[config.mk]
export PLATFORM = sky130hd
export DESIGN_NAME = stream_link_monitor
export DESIGN_NICKNAME = d
export VERILOG_FILES = /design/src/rtl/stream_mon_pkg.sv /design/src/rtl/stream_hs_tracker.sv /design/src/rtl/stream_qual_check.sv /design/src/rtl/stream_pkt_tracker.sv /design/src/rtl/stream_err_reg.sv /design/src/rtl/stream_link_monitor.sv
export SDC_FILE = /design/constraint.sdc
export NUM_CORES = 1
export LEC_CHECK = 0
export ABC_AREA = 0
export ABC_CLOCK_PERIOD_IN_PS = 5100
export BUFFER_PORTS_ARGS = -buffer_cell sky130_fd_sc_hd__buf_4
export CORE_ASPECT_RATIO = 1.25
export CORE_MARGIN = 5
export CORE_UTILIZATION = 46
export DETAILED_ROUTE_END_ITERATION = 12
export PLACE_DENSITY = 0.69
export SETUP_SLACK_MARGIN = 0.05
export SLEW_MARGIN = 20
export SYNTH_ARGS = -nofsm -noshare
export SYNTH_HDL_FRONTEND = slang
export SYNTH_SLANG_ARGS = --single-unit
export TNS_END_PERCENT = 10
[constraint.sdc]
create_clock -name clk -period 5.1 [get_ports clk]
set_input_delay 0.51 -clock clk [delete_from_list [all_inputs] [get_ports clk]]
set_output_delay 0.51 -clock clk [all_outputs]
set_load 0.02 [all_outputs]
[src/rtl/stream_mon_pkg.sv]
package stream_mon_pkg;
  localparam int ERR_N    = 4;
  localparam int ERR_DROP = 0;
  localparam int ERR_HOLD = 1;
  localparam int ERR_QUAL = 2;
  localparam int ERR_TAG  = 3;
  localparam int CNT_W    = 32;
endpackage

[src/rtl/stream_hs_tracker.sv]
module stream_hs_tracker #(
  parameter int PAYLOAD_W = 8
) (
  input  logic                 clk,
  input  logic                 rst_n,
  input  logic                 valid,
  input  logic                 ready,
  input  logic [PAYLOAD_W-1:0] payload,
  output logic                 ev_drop,
  output logic                 ev_hold
);
  logic                 stall_q, stall_d;
  logic [PAYLOAD_W-1:0] snap_q, snap_d;
  logic                 stall_now;

  always_comb begin
    stall_now = valid && !ready;
    stall_d   = stall_now;
    snap_d    = stall_now ? payload : snap_q;
    ev_drop   = stall_q && !valid;
    ev_hold   = stall_q && valid && (payload != snap_q);
  end

  always_ff @(posedge clk or negedge rst_n) begin
    if (!rst_n) begin
      stall_q <= 1'b0;
      snap_q  <= '0;
    end else begin
      stall_q <= stall_d;
      snap_q  <= snap_d;
    end
  end

  // a drop is only reported right after a stalled cycle
  a_r2_drop_after_stall: assert property (@(posedge clk) disable iff (!rst_n)
    ($past(rst_n) && ev_drop) |-> $past(valid && !ready));

  // a hold error only arises while valid is still high
  a_r4_hold_needs_valid: assert property (@(posedge clk) disable iff (!rst_n)
    ($past(rst_n) && ev_hold) |-> ($past(valid) && valid));
endmodule

[src/rtl/stream_qual_check.sv]
module stream_qual_check #(
  parameter int BYTES = 4
) (
  input  logic             valid,
  input  logic [BYTES-1:0] keep,
  input  logic [BYTES-1:0] strb,
  output logic             ev_qual
);
  logic [BYTES-1:0] bad_lane;

  for (genvar i = 0; i < BYTES; i++) begin : g_lane
    assign bad_lane[i] = strb[i] && !keep[i];
  end

  assign ev_qual = valid && (|bad_lane);
endmodule

[src/rtl/stream_pkt_tracker.sv]
module stream_pkt_tracker
  import stream_mon_pkg::*;
#(
  parameter int ID_W   = 4,
  parameter int DEST_W = 4
) (
  input  logic              clk,
  input  logic              rst_n,
  input  logic              valid,
  input  logic              ready,
  input  logic              last,
  input  logic [ID_W-1:0]   id,
  input  logic [DEST_W-1:0] dest,
  output logic              ev_tag,
  output logic [CNT_W-1:0]  xfer_cnt,
  output logic [CNT_W-1:0]  pkt_cnt
);
  logic              accept;
  logic              in_pkt_q, in_pkt_d;
  logic [ID_W-1:0]   ref_id_q, ref_id_d;
  logic [DEST_W-1:0] ref_dest_q, ref_dest_d;
  logic [CNT_W-1:0]  xfer_q, xfer_d, pkt_q, pkt_d;

  always_comb begin
    accept     = valid && ready;
    in_pkt_d   = in_pkt_q;
    ref_id_d   = ref_id_q;
    ref_dest_d = ref_dest_q;
    xfer_d     = xfer_q;
    pkt_d      = pkt_q;
    if (accept) begin
      in_pkt_d = !last;
      xfer_d   = xfer_q + 32'd1;
      if (!in_pkt_q) begin
        ref_id_d   = id;
        ref_dest_d = dest;
      end
      if (last) pkt_d = pkt_q + 32'd1;
    end
    ev_tag = accept && in_pkt_q && ((id != ref_id_q) || (dest != ref_dest_q));
  end

  always_ff @(posedge clk or negedge rst_n) begin
    if (!rst_n) begin
      in_pkt_q   <= 1'b0;
      ref_id_q   <= '0;
      ref_dest_q <= '0;
      xfer_q     <= '0;
      pkt_q      <= '0;
    end else begin
      in_pkt_q   <= in_pkt_d;
      ref_id_q   <= ref_id_d;
      ref_dest_q <= ref_dest_d;
      xfer_q     <= xfer_d;
      pkt_q      <= pkt_d;
    end
  end

  assign xfer_cnt = xfer_q;
  assign pkt_cnt  = pkt_q;

  // transfer count steps by one exactly after a handshake cycle
  a_r1_xfer_step: assert property (@(posedge clk) disable iff (!rst_n)
    ($past(rst_n) && $past(valid && ready)) |-> (xfer_q == $past(xfer_q) + 32'd1));
  a_r1_xfer_idle: assert property (@(posedge clk) disable iff (!rst_n)
    ($past(rst_n) && !$past(valid && ready)) |-> $stable(xfer_q));

  // packet count steps only on an accepted end-of-packet
  a_r10_pkt_step: assert property (@(posedge clk) disable iff (!rst_n)
    ($past(rst_n) && !$past(valid && ready && last)) |-> $stable(pkt_q));

  // the transfer after a packet end is always a packet start
  a_r7_boundary_free: assert property (@(posedge clk) disable iff (!rst_n)
    (valid && ready && last) |=> !ev_tag);
endmodule

[src/rtl/stream_err_reg.sv]
module stream_err_reg
  import stream_mon_pkg::*;
(
  input  logic             clk,
  input  logic             rst_n,
  input  logic [ERR_N-1:0] events,
  input  logic [ERR_N-1:0] mask,
  input  logic             clear,
  output logic [ERR_N-1:0] flags
);
  logic [ERR_N-1:0] flags_q, flags_d;

  always_comb begin
    if (clear) flags_d = '0;
    else       flags_d = flags_q | (events & ~mask);
  end

  always_ff @(posedge clk or negedge rst_n) begin
    if (!rst_n) flags_q <= '0;
    else        flags_q <= flags_d;
  end

  assign flags = flags_q;

  // clear has priority and empties every flag
  a_r9_clear_wins: assert property (@(posedge clk) disable iff (!rst_n)
    clear |=> (flags_q == '0));
  // without clear no flag ever falls
  a_r9_sticky: assert property (@(posedge clk) disable iff (!rst_n)
    !clear |=> ((flags_q & $past(flags_q)) == $past(flags_q)));

  // a masked class never rises
  for (genvar k = 0; k < ERR_N; k++) begin : g_mask_chk
    a_r8_masked_quiet: assert property (@(posedge clk) disable iff (!rst_n)
      ($past(rst_n) && $past(mask[k]) && !$past(flags_q[k])) |-> !flags_q[k]);
  end
endmodule

[src/rtl/stream_link_monitor.sv]
module stream_link_monitor
  import stream_mon_pkg::*;
#(
  parameter int BYTES         = 4,
  parameter int USER_PER_BYTE = 1,
  parameter int ID_W          = 4,
  parameter int DEST_W        = 4
) (
  input  logic                           clk,
  input  logic                           rst_n,
  input  logic                           s_valid,
  input  logic                           s_ready,
  input  logic [8*BYTES-1:0]             s_data,
  input  logic [BYTES-1:0]               s_keep,
  input  logic [BYTES-1:0]               s_strb,
  input  logic                           s_last,
  input  logic [ID_W-1:0]                s_id,
  input  logic [DEST_W-1:0]              s_dest,
  input  logic [BYTES*USER_PER_BYTE-1:0] s_user,
  input  logic [3:0]                     err_mask,
  input  logic                           err_clear,
  output logic [3:0]                     err_flags,
  output logic [31:0]                    xfer_count,
  output logic [31:0]                    pkt_count
);
  localparam int USER_W    = BYTES * USER_PER_BYTE;
  localparam int PAYLOAD_W = 8*BYTES + 2*BYTES + 1 + ID_W + DEST_W + USER_W;

  logic             rst_meta_q, rst_sync_q;
  logic             ev_drop, ev_hold, ev_qual, ev_tag;
  logic [ERR_N-1:0] events;
  logic [PAYLOAD_W-1:0] payload;

  always_ff @(posedge clk or negedge rst_n) begin
    if (!rst_n) begin
      rst_meta_q <= 1'b0;
      rst_sync_q <= 1'b0;
    end else begin
      rst_meta_q <= 1'b1;
      rst_sync_q <= rst_meta_q;
    end
  end

  assign payload = {s_data, s_keep, s_strb, s_last, s_id, s_dest, s_user};

  stream_hs_tracker #(.PAYLOAD_W(PAYLOAD_W)) u_hs (
    .clk     (clk),
    .rst_n   (rst_sync_q),
    .valid   (s_valid),
    .ready   (s_ready),
    .payload (payload),
    .ev_drop (ev_drop),
    .ev_hold (ev_hold)
  );

  stream_qual_check #(.BYTES(BYTES)) u_qual (
    .valid   (s_valid),
    .keep    (s_keep),
    .strb    (s_strb),
    .ev_qual (ev_qual)
  );

  stream_pkt_tracker #(.ID_W(ID_W), .DEST_W(DEST_W)) u_pkt (
    .clk      (clk),
    .rst_n    (rst_sync_q),
    .valid    (s_valid),
    .ready    (s_ready),
    .last     (s_last),
    .id       (s_id),
    .dest     (s_dest),
    .ev_tag   (ev_tag),
    .xfer_cnt (xfer_count),
    .pkt_cnt  (pkt_count)
  );

  always_comb begin
    events           = '0;
    events[ERR_DROP] = ev_drop;
    events[ERR_HOLD] = ev_hold;
    events[ERR_QUAL] = ev_qual;
    events[ERR_TAG]  = ev_tag;
  end

  stream_err_reg u_err (
    .clk    (clk),
    .rst_n  (rst_sync_q),
    .events (events),
    .mask   (err_mask),
    .clear  (err_clear),
    .flags  (err_flags)
  );

  // a qualifier error never appears in a cycle without valid
  a_r5_qual_only_valid: assert property (@(posedge clk) disable iff (!rst_sync_q)
    ev_qual |-> s_valid);
endmodule

**Word level (Yosys, flattened, before mapping)**

Cells that the tools add are included.

- Multipliers: 0
- Magnitude comparators: 0
- Div/mod/pow operators: 0
- $add $sub $neg: 2
- Multiplexer cells: 1
- Shift operators: 0
- Bitwise logic cells: 4
- Reduce and logical (&&, ||, !) cells: 23
- Equal/unequal tests: 3

Operators by type and width:

| cell | number |
|---|---|
| 32-bit by 1-bit adder with 32-bit output, second input constant | 2 |
| 53-bit != test | 1 |
| 1-bit logical AND | 12 |
| 4-bit != test | 2 |
| 1-bit zero test | 7 |
| 4-bit AND | 1 |
| 4-bit 2-to-1 mux | 1 |
| 4-bit inverter | 1 |
| 4-bit OR | 1 |
| 2-bit AND reduction | 2 |
| 4-bit OR reduction | 1 |
| 1-bit logical OR | 1 |
| 1-bit inverter | 1 |

- Bits of input ports: 62
- Bits in latches: 0
- Logic and storage cells: 43
- Output and inout bits: 68
- Register bits: 133
- Memories kept: 0
- Bits in read-only memories: 0
- Bits in writable memories: 0

**Logic depth before layout (Yosys ltp)**

Gate-level depths: netlist of the first run.

- Word-level depth: 7
- Depth in mapped cells: 7
- Depth with buffers taken out: 6

**By module**

A second synthesis of the first run with hierarchy kept.

- Cells, all modules: 510
- Area total of the unflattened synthesis: 6,202.2 sq um

Modules (own cells, without submodules):

| module | cells each | instances | area an instance (sq um) |
|---|---|---|---|
| stream_pkt_tracker | 299 | 1 | 3,363.2 |
| stream_hs_tracker | 187 | 1 | 2,588.7 |
| stream_err_reg | 16 | 1 | 160.2 |
| stream_link_monitor | 3 | 1 | 53.8 |
| stream_qual_check | 5 | 1 | 36.3 |

**Least setup slack after synthesis of the first run**

OpenSTA, ideal clock, no wires.

- Path kind: register -> register
- From: register u_pkt.pkt_q[0], in the netlist u_pkt.pkt_cnt[0]
- To: register u_pkt.pkt_q[28], in the netlist u_pkt.pkt_cnt[28]
- Library setup time: 129 ps
- Clock period less this slack: 1,872 ps
- Setup slack: 3,228 ps
- Required time: 4,971 ps
- Cell stages (with the launch flop): 7
- Data arrival time: 1,743 ps
- Cell sequence: dfrtp_1 -> ha_1 -> nand4_1 -> nor4_4 -> and3_1 -> nand4_1 -> xnor2_1

- Longest elaborated chain between the ends: 1

Ends and longest elaborated chain:

| element | RTL line | text |
|---|---|---|
| from (decl) | stream_pkt_tracker.sv:22 | `logic [CNT_W-1:0] xfer_q, xfer_d, pkt_q, pkt_d;` |
| from (signal assigned) | stream_pkt_tracker.sv:55 | `pkt_q <= pkt_d;` |
| 32-bit by 1-bit adder with 32-bit output | stream_pkt_tracker.sv:38 | `if (last) pkt_d = pkt_q + 32'd1;` |

No other way between the ends.
A chain may end at the register's enable or synchronous reset.

**Worst setup path after layout of the first run**

Ends and elaborated chain as after synthesis.

==> results of run 1 <==
## where the power goes
part,total [W],internal (W),switching [W]
clock,0.00109,0.000642,0.000443
sequential,0.00131,0.00118,0.000122
combinational,0.000471,0.000251,0.000219
## per-stage QoR
step	util, %	total power, W
after detailed placement	55.1	0.00180
after floorplan	-	0.00160
final	59.3	0.00286
after CTS	59.3	0.00290
after global placement	55.1	0.00178
after global routing	59.3	0.00301
## Yosys cell counts (2+ instances only)
cell and count:
a31oi_1 2, and2_1 2, and3_1 12, and4_1 6, buf_1 4, buf_2 3
clkbuf_1 2, dfrtp_1 133, ha_1 2, inv_1 8, mux2_2 63, nand2_1 28
nand3_1 19, nand4_1 22, nor2_1 19, nor2b_1 3, nor3_1 2, nor3_4 2
nor3b_1 2, nor4_1 12, or2_2 2, xnor2_1 65, xor2_1 58
## registers in the layout (all words and copies together) (netlist names)
register / count
u_pkt.pkt_cnt: 32
u_pkt.xfer_cnt: 32
u_pkt.ref_id_q: 4
u_hs.snap_q: 53
u_pkt.ref_dest_q: 4
rst_sync_q: 1
u_pkt.in_pkt_q: 1
u_err.flags: 4
rst_meta_q: 1
u_hs.stall_q: 1
## per-layer routing
layer	wire, um	up-vias
met3	879	13
met5	0	-
met4	159	0
met1	5000	2049
li1	-	1951
met2	6560	101
## cells by family (layout without fill, tap and decap cells)
kind of cell	count (synthesis)	after routing
XOR/XNOR	123	123
multiplexers	63	63
adder cells (fa/ha/maj)	2	2
other	1	1
AND/OR/NAND/NOR	139	139
buffers and inverters	18	172
AO/OA/AOI/OAI	7	7
flip-flops	133	133
## final cells by class
class,count,area (um2),share of cell area [%]
Clock inverter,13,83.8,1.08
Clock buffer,19,453,5.83
Tap cell,171,214,2.75
Sequential cell,133,3330,42.9
Multi-Input combinational cell,335,2670,34.3
Timing Repair Buffer,132,997,12.8
Inverter,8,30.0,0.386
## what timing repair did
action / in CTS / in global routing
endpoints found under the hold margin: 2 / 0
resized for setup: 0 / 0
hold buffers: 1 / 0
setup endpoints to repair: 0 / 0
## critical path, delay by kind of cell (launching register included)
kind,cells,cell delay [ps]
xor gates and xnor gates,1,140
adders and majority gates,1,180
DFF,1,420
and+or+nand+nor,4,1120
## worst min path at each step
stage | slack [ps] | startpoint | endpoint
6_report | 310 | err_clear | u_err.flags[1]$_DFF_PN0_
5_1_grt | 300 | err_clear | u_err.flags[1]$_DFF_PN0_
4_1_cts | 300 | err_clear | u_err.flags[2]$_DFF_PN0_
3_5_place_dp | 300 | rst_n | rst_meta_q$_DFF_PN0_
3_3_place_gp | 290 | rst_n | rst_meta_q$_DFF_PN0_
2_1_floorplan | 210 | rst_n | rst_meta_q$_DFF_PN0_
==> results_dict.tcl, run 1 <==
set metrics [dict create \
    status "complete, no violations" \
    dieArea_um2 15600 \
    met2_usage_pct 28.5 \
    wl_per_cell_um 15.5 \
    crit_top_cell "nand4_1" \
    cp-end-kind "flop" \
    worstHoldPathType "in2reg" \
    skew_ps 4.89 \
    initial_core_util_pct 46.2 \
    finalHoldViolCount 0 \
    drc 0 \
    drv_cap 0 \
    synth_async_sr_flop_share_pct 100 \
    syn_area_um2 6060 \
    postPlaceCellArea_um2 7220 \
    use_met3_pct 4.81 \
    synth_mux_area_share_pct 11.7 \
    area_growth_pct 28.3 \
    diodes 0 \
    num_rows 47 \
    rsz0062_at_grt "no" \
    setup_ws_ps 3130 \
    fmax_mhz 509 \
    postSynthAreaPerCell_um2 12.5 \
    synth_compound_area_share_pct 0.784 \
    finalWirelength_mm 12.6 \
    reg2reg_to "u_pkt.pkt_cnt[28]$_DFFE_PN0P_" \
    dp_hpwl_mm 9.53 \
    cts_setup_buffers 0 \
    synth.top_cell.area_share_pct 54.9 \
    drive_above_1_share_pct 36.9 \
    clock_path_buffers 2 \
    synth-simple-area-share_pct 13.1 \
    synth_cell_types 38 \
    grt_pass1_vias 4287 \
    worst_pin_slew_ps 722 \
    insertion_delay_ps 400 \
    rr_worst_depth 6 \
    io_pins 130 \
    setup_viol 0 \
    die_h_um 138 \
    vias 4114 \
    final_common_cell "dfrtp_1" \
    synthTopCellsByArea "dfrtp_1, mux2_2, xnor2_1" \
    cts_sinks 133 \
    antenna_found_initial 0 \
    fin_crit_ps 1970 \
    hold_ws_ps 305 \
    cts_tree "built" \
    path_class "reg2reg" \
    syn-num-nets 550 \
    numPlacedInstances 778 \
    ys_seq_area_share_pct 54.9 \
    holdPathStages 2 \
    setup_tns_ps 0 \
    grt_max_degree 81 \
    startpoint_type "flop" \
    grt_first_pass_wirelength_mm 21.1 \
    htree_levels 4 \
    rrSetupSlack_ps 3130 \
    postLayoutCellArea_um2 7770 \
    synthFlopType "dfrtp_1" \
    worstPathRequired_ps 5390 \
    relSlewSlack_pct 51.9 \
    critical-path-max-stage-delay_ps 490 \
    design.core.area_um2 13100 \
    grtUsageMet1_pct 20.2 \
    most-common-layout-cells "dfrtp_1, buf_4, xnor2_1" \
    path_cells "ha_1 -> nand4_1 -> nor4_4 -> and3_1 -> nand4_1 -> xnor2_1" \
    synth-seq-cells 133 \
    nFillCells 1067 \
    startpoint "u_pkt.pkt_cnt[0]$_DFFE_PN0P_" \
    synth_edf_count 0 \
    root_buffer "clkbuf_16" \
    numCtsBuffers 17 \
    yosysTopAreaCell "dfrtp_1" \
    viasPerCell 5.07 \
    synth_xor_area_share_pct 17.8 \
    arrival_ps 2250 \
    dr.first_iter.drc_count 132 \
    synthAdderAreaFrac_pct 0.413 \
    numPortBuffers 129 \
    p_per_area_nw_per_um2 368 \
    yosysWarnings 0 \
    irDropWorstVdd_mv 0.187 \
    die_x_um 113 \
    critPathSlowestCell "nor4_4" \
    dp_worst_setup_slack_ps 3030 \
    final_nets 691 \
    final_cells 811 \
    slew_viol_final 0 \
    grt.busiest_layer "met2" \
    track_usage_pct 16.7 \
    postRouteAntennaNets 0 \
    timing.final.crit_share_pct 38.6 \
    crit_end "u_pkt.pkt_cnt[28]$_DFFE_PN0P_" \
    rr_startpoint "u_pkt.pkt_cnt[0]$_DFFE_PN0P_" \
    synth_top_family_by_area "XOR/XNOR gates" \
    worstPathMaxFanout 6 \
    gp_congestion 0.751 \
    clk_pin_slew_ps 50 \
    syn_inst 486 \
    dr.pass1.iters 4 \
    p_leak_nw 3.63 \
    grt_overflow 0 \
]
(Power assumes the default switching activity.)
==> run 2, diff against run 1 <==
--- a/config.mk
+++ b/config.mk
@@ -6,13 +6,13 @@
 export NUM_CORES = 1
 export LEC_CHECK = 0
 export ABC_AREA = 0
-export ABC_CLOCK_PERIOD_IN_PS = 5100
+export ABC_CLOCK_PERIOD_IN_PS = 1600
 export BUFFER_PORTS_ARGS = -buffer_cell sky130_fd_sc_hd__buf_4
 export CORE_ASPECT_RATIO = 1.25
 export CORE_MARGIN = 5
 export CORE_UTILIZATION = 46
 export DETAILED_ROUTE_END_ITERATION = 12
-export PLACE_DENSITY = 0.69
+export PLACE_DENSITY = 0.72
 export SETUP_SLACK_MARGIN = 0.05
 export SLEW_MARGIN = 20
 export SYNTH_ARGS = -nofsm -noshare
==> constraint.sdc (replaced) <==
create_clock -name clk -period 1.6 [get_ports clk]
set_input_delay 0.16 -clock clk [delete_from_list [all_inputs] [get_ports clk]]
set_output_delay 0.16 -clock clk [all_outputs]
set_load 0.02 [all_outputs]
==> run 2 against run 1 <==
  * The run now ends with negative setup slack left
  * Clock skew increased by 3.9 ps
  * Largest power group unchanged
  * Register-to-register slack got worse by 3200 ps
  * Fmax increased by 21%
  * Via count increased by 6.3%
  * Hold slack got worse by 290 ps
  * Final area increased by 9.8%
  * Highest routed layer unchanged
  * First-iteration DRC count increased by 15%
==> results_dict.tcl, run 2 (same netlist as run 1, synthesis figures left out) <==
set metrics [dict create \
    grt_overflow 0 \
    startpoint_type "flop" \
    viasPerCell 4.97 \
    setup_ws_ps -19.4 \
    worstPathRequired_ps 1880 \
    p_per_area_nw_per_um2 1160 \
    finalHoldViolCount 0 \
    finalWirelength_mm 13.6 \
    rsz0062_at_grt "yes" \
    track_usage_pct 17.9 \
    grt_pass1_vias 4597 \
    worstHoldPathType "in2reg" \
    slew_viol_final 0 \
    holdPathStages 2 \
    path_cells "nand3_2 -> or3_4 -> nor3_4 -> nand4_1 -> xnor2_1" \
    cp-end-kind "flop" \
    cts_sinks 133 \
    root_buffer "clkbuf_16" \
    gp_congestion 0.799 \
    htree_levels 4 \
    numCtsBuffers 17 \
    clk_pin_slew_ps 60 \
    numPortBuffers 129 \
    utilization_pct 65.1 \
    dr.first_iter.drc_count 152 \
    skew_ps 8.78 \
    io_pins 130 \
    die_h_um 138 \
    most-common-layout-cells "buf_4, dfrtp_1, xnor2_1" \
    dp_worst_setup_slack_ps -93.7 \
    final_common_cell "buf_4" \
    violations "negative setup slack" \
    drv_cap 0 \
    design.core.area_um2 13100 \
    top_register "u_hs.snap_q" \
    setup_viol 2 \
    postRouteAntennaNets 0 \
    dieArea_um2 15600 \
    wl_per_cell_um 15.5 \
    initial_core_util_pct 46.2 \
    grt_max_degree 77 \
    fmax_mhz 618 \
    cts_tree "built" \
    final_nets 760 \
    path_class "reg2reg" \
    die_x_um 113 \
    clock_path_buffers 2 \
    critPathSlowestCell "dfrtp_1" \
    insertion_delay_ps 400 \
    grt_first_pass_wirelength_mm 22.7 \
    area_growth_pct 40.9 \
    vias 4372 \
    worstPathMaxFanout 5 \
    timing.final.crit_share_pct 101 \
    p_leak_nw 4.00 \
    irDropWorstVdd_mv 0.562 \
    num_rows 47 \
    dp_hpwl_mm 9.93 \
    drc 0 \
    arrival_ps 1900 \
    fin_crit_ps 1620 \
    rr_worst_depth 5 \
    critical-path-max-stage-delay_ps 410 \
    dr.pass1.iters 4 \
    drive_above_1_share_pct 42.7 \
    diodes 0 \
    status "complete, but fails checks" \
    antenna_found_initial 0 \
    largest_reg_flops 53 \
]
-- run 2: critical path, delay by kind of cell, from the launching register on --
| family | cells | cell delay [ps] |
|---|---|---|
| xor gates and xnor gates | 1 | 160 |
| and+or+nand+nor | 4 | 940 |
| DFF | 1 | 410 |
-- run 2: cell type report --
type	count	area (um2)
Sequential cell	133	3330
Timing Repair Buffer	201	1610
Inverter	8	30.0
Tap cell	171	214
Clock inverter	11	125
Clock buffer	21	470
Fill cell	953	4570
Multi-Input combinational cell	335	2760
-- run 2: final timing paths --
check | startpoint | endpoint | slack [ps]
max in group asynchronous | rst_sync_q$_DFF_PN0_ | u_pkt.ref_dest_q[1]$_DFFE_PN0P_ | 880
min in group asynchronous | rst_n | rst_meta_q$_DFF_PN0_ | 80
hold reg to reg | rst_sync_q$_DFF_PN0_ | u_hs.snap_q[0]$_DFFE_PN0P_ | 340
hold / removal | s_user[1] | u_hs.snap_q[1]$_DFFE_PN0P_ | 20
setup / recovery | u_pkt.xfer_cnt[0]$_DFFE_PN0P_ | u_pkt.xfer_cnt[25]$_DFFE_PN0P_ | -20
setup reg to reg | u_pkt.xfer_cnt[0]$_DFFE_PN0P_ | u_pkt.xfer_cnt[25]$_DFFE_PN0P_ | -20
-- run 2: timing repair --
action	CTS	global route
pin swaps	8	10
hold endpoints to repair	27	1
endpoints found under the setup margin	27	36
buffers inserted	4	2
hold buffers	23	1
gates resized for setup	13	11
-- run 2: report_power, final --
part	switching, W	total [W]	internal [W]
Combinational	0.000898	0.00200	0.00110
Sequential	0.000316	0.00409	0.00377
Clock	0.00143	0.00385	0.00242
Total	0.00264	0.00994	0.00730
-- run 2: layer usage --
| metal | wire length (um) | global-route usage, % |
|---|---|---|
| met5 | 0 | 0 |
| met4 | 111 | 4.18 |
| met3 | 914 | 5.29 |
| met2 | 7000 | 30.9 |
| met1 | 5610 | 22.0 |
-- run 2: through the flow --
stage | TNS [ps] | power [W] | hold slack (ps) | instances | area, um2
6_report | -19.8 | 0.00994 | 15.4 | 880 | 8540
5_1_grt | -710 | 0.0104 | 0.502 | 880 | 8540
4_1_cts | -0.600 | 0.00999 | 0.632 | 877 | 8470
3_5_place_dp | -541 | 0.00599 | -53.2 | 818 | 7560
3_3_place_gp | -32.3 | 0.00590 | -57.2 | 818 | 7560
2_1_floorplan | -3540 | 0.00509 | -136 | 486 | 6060
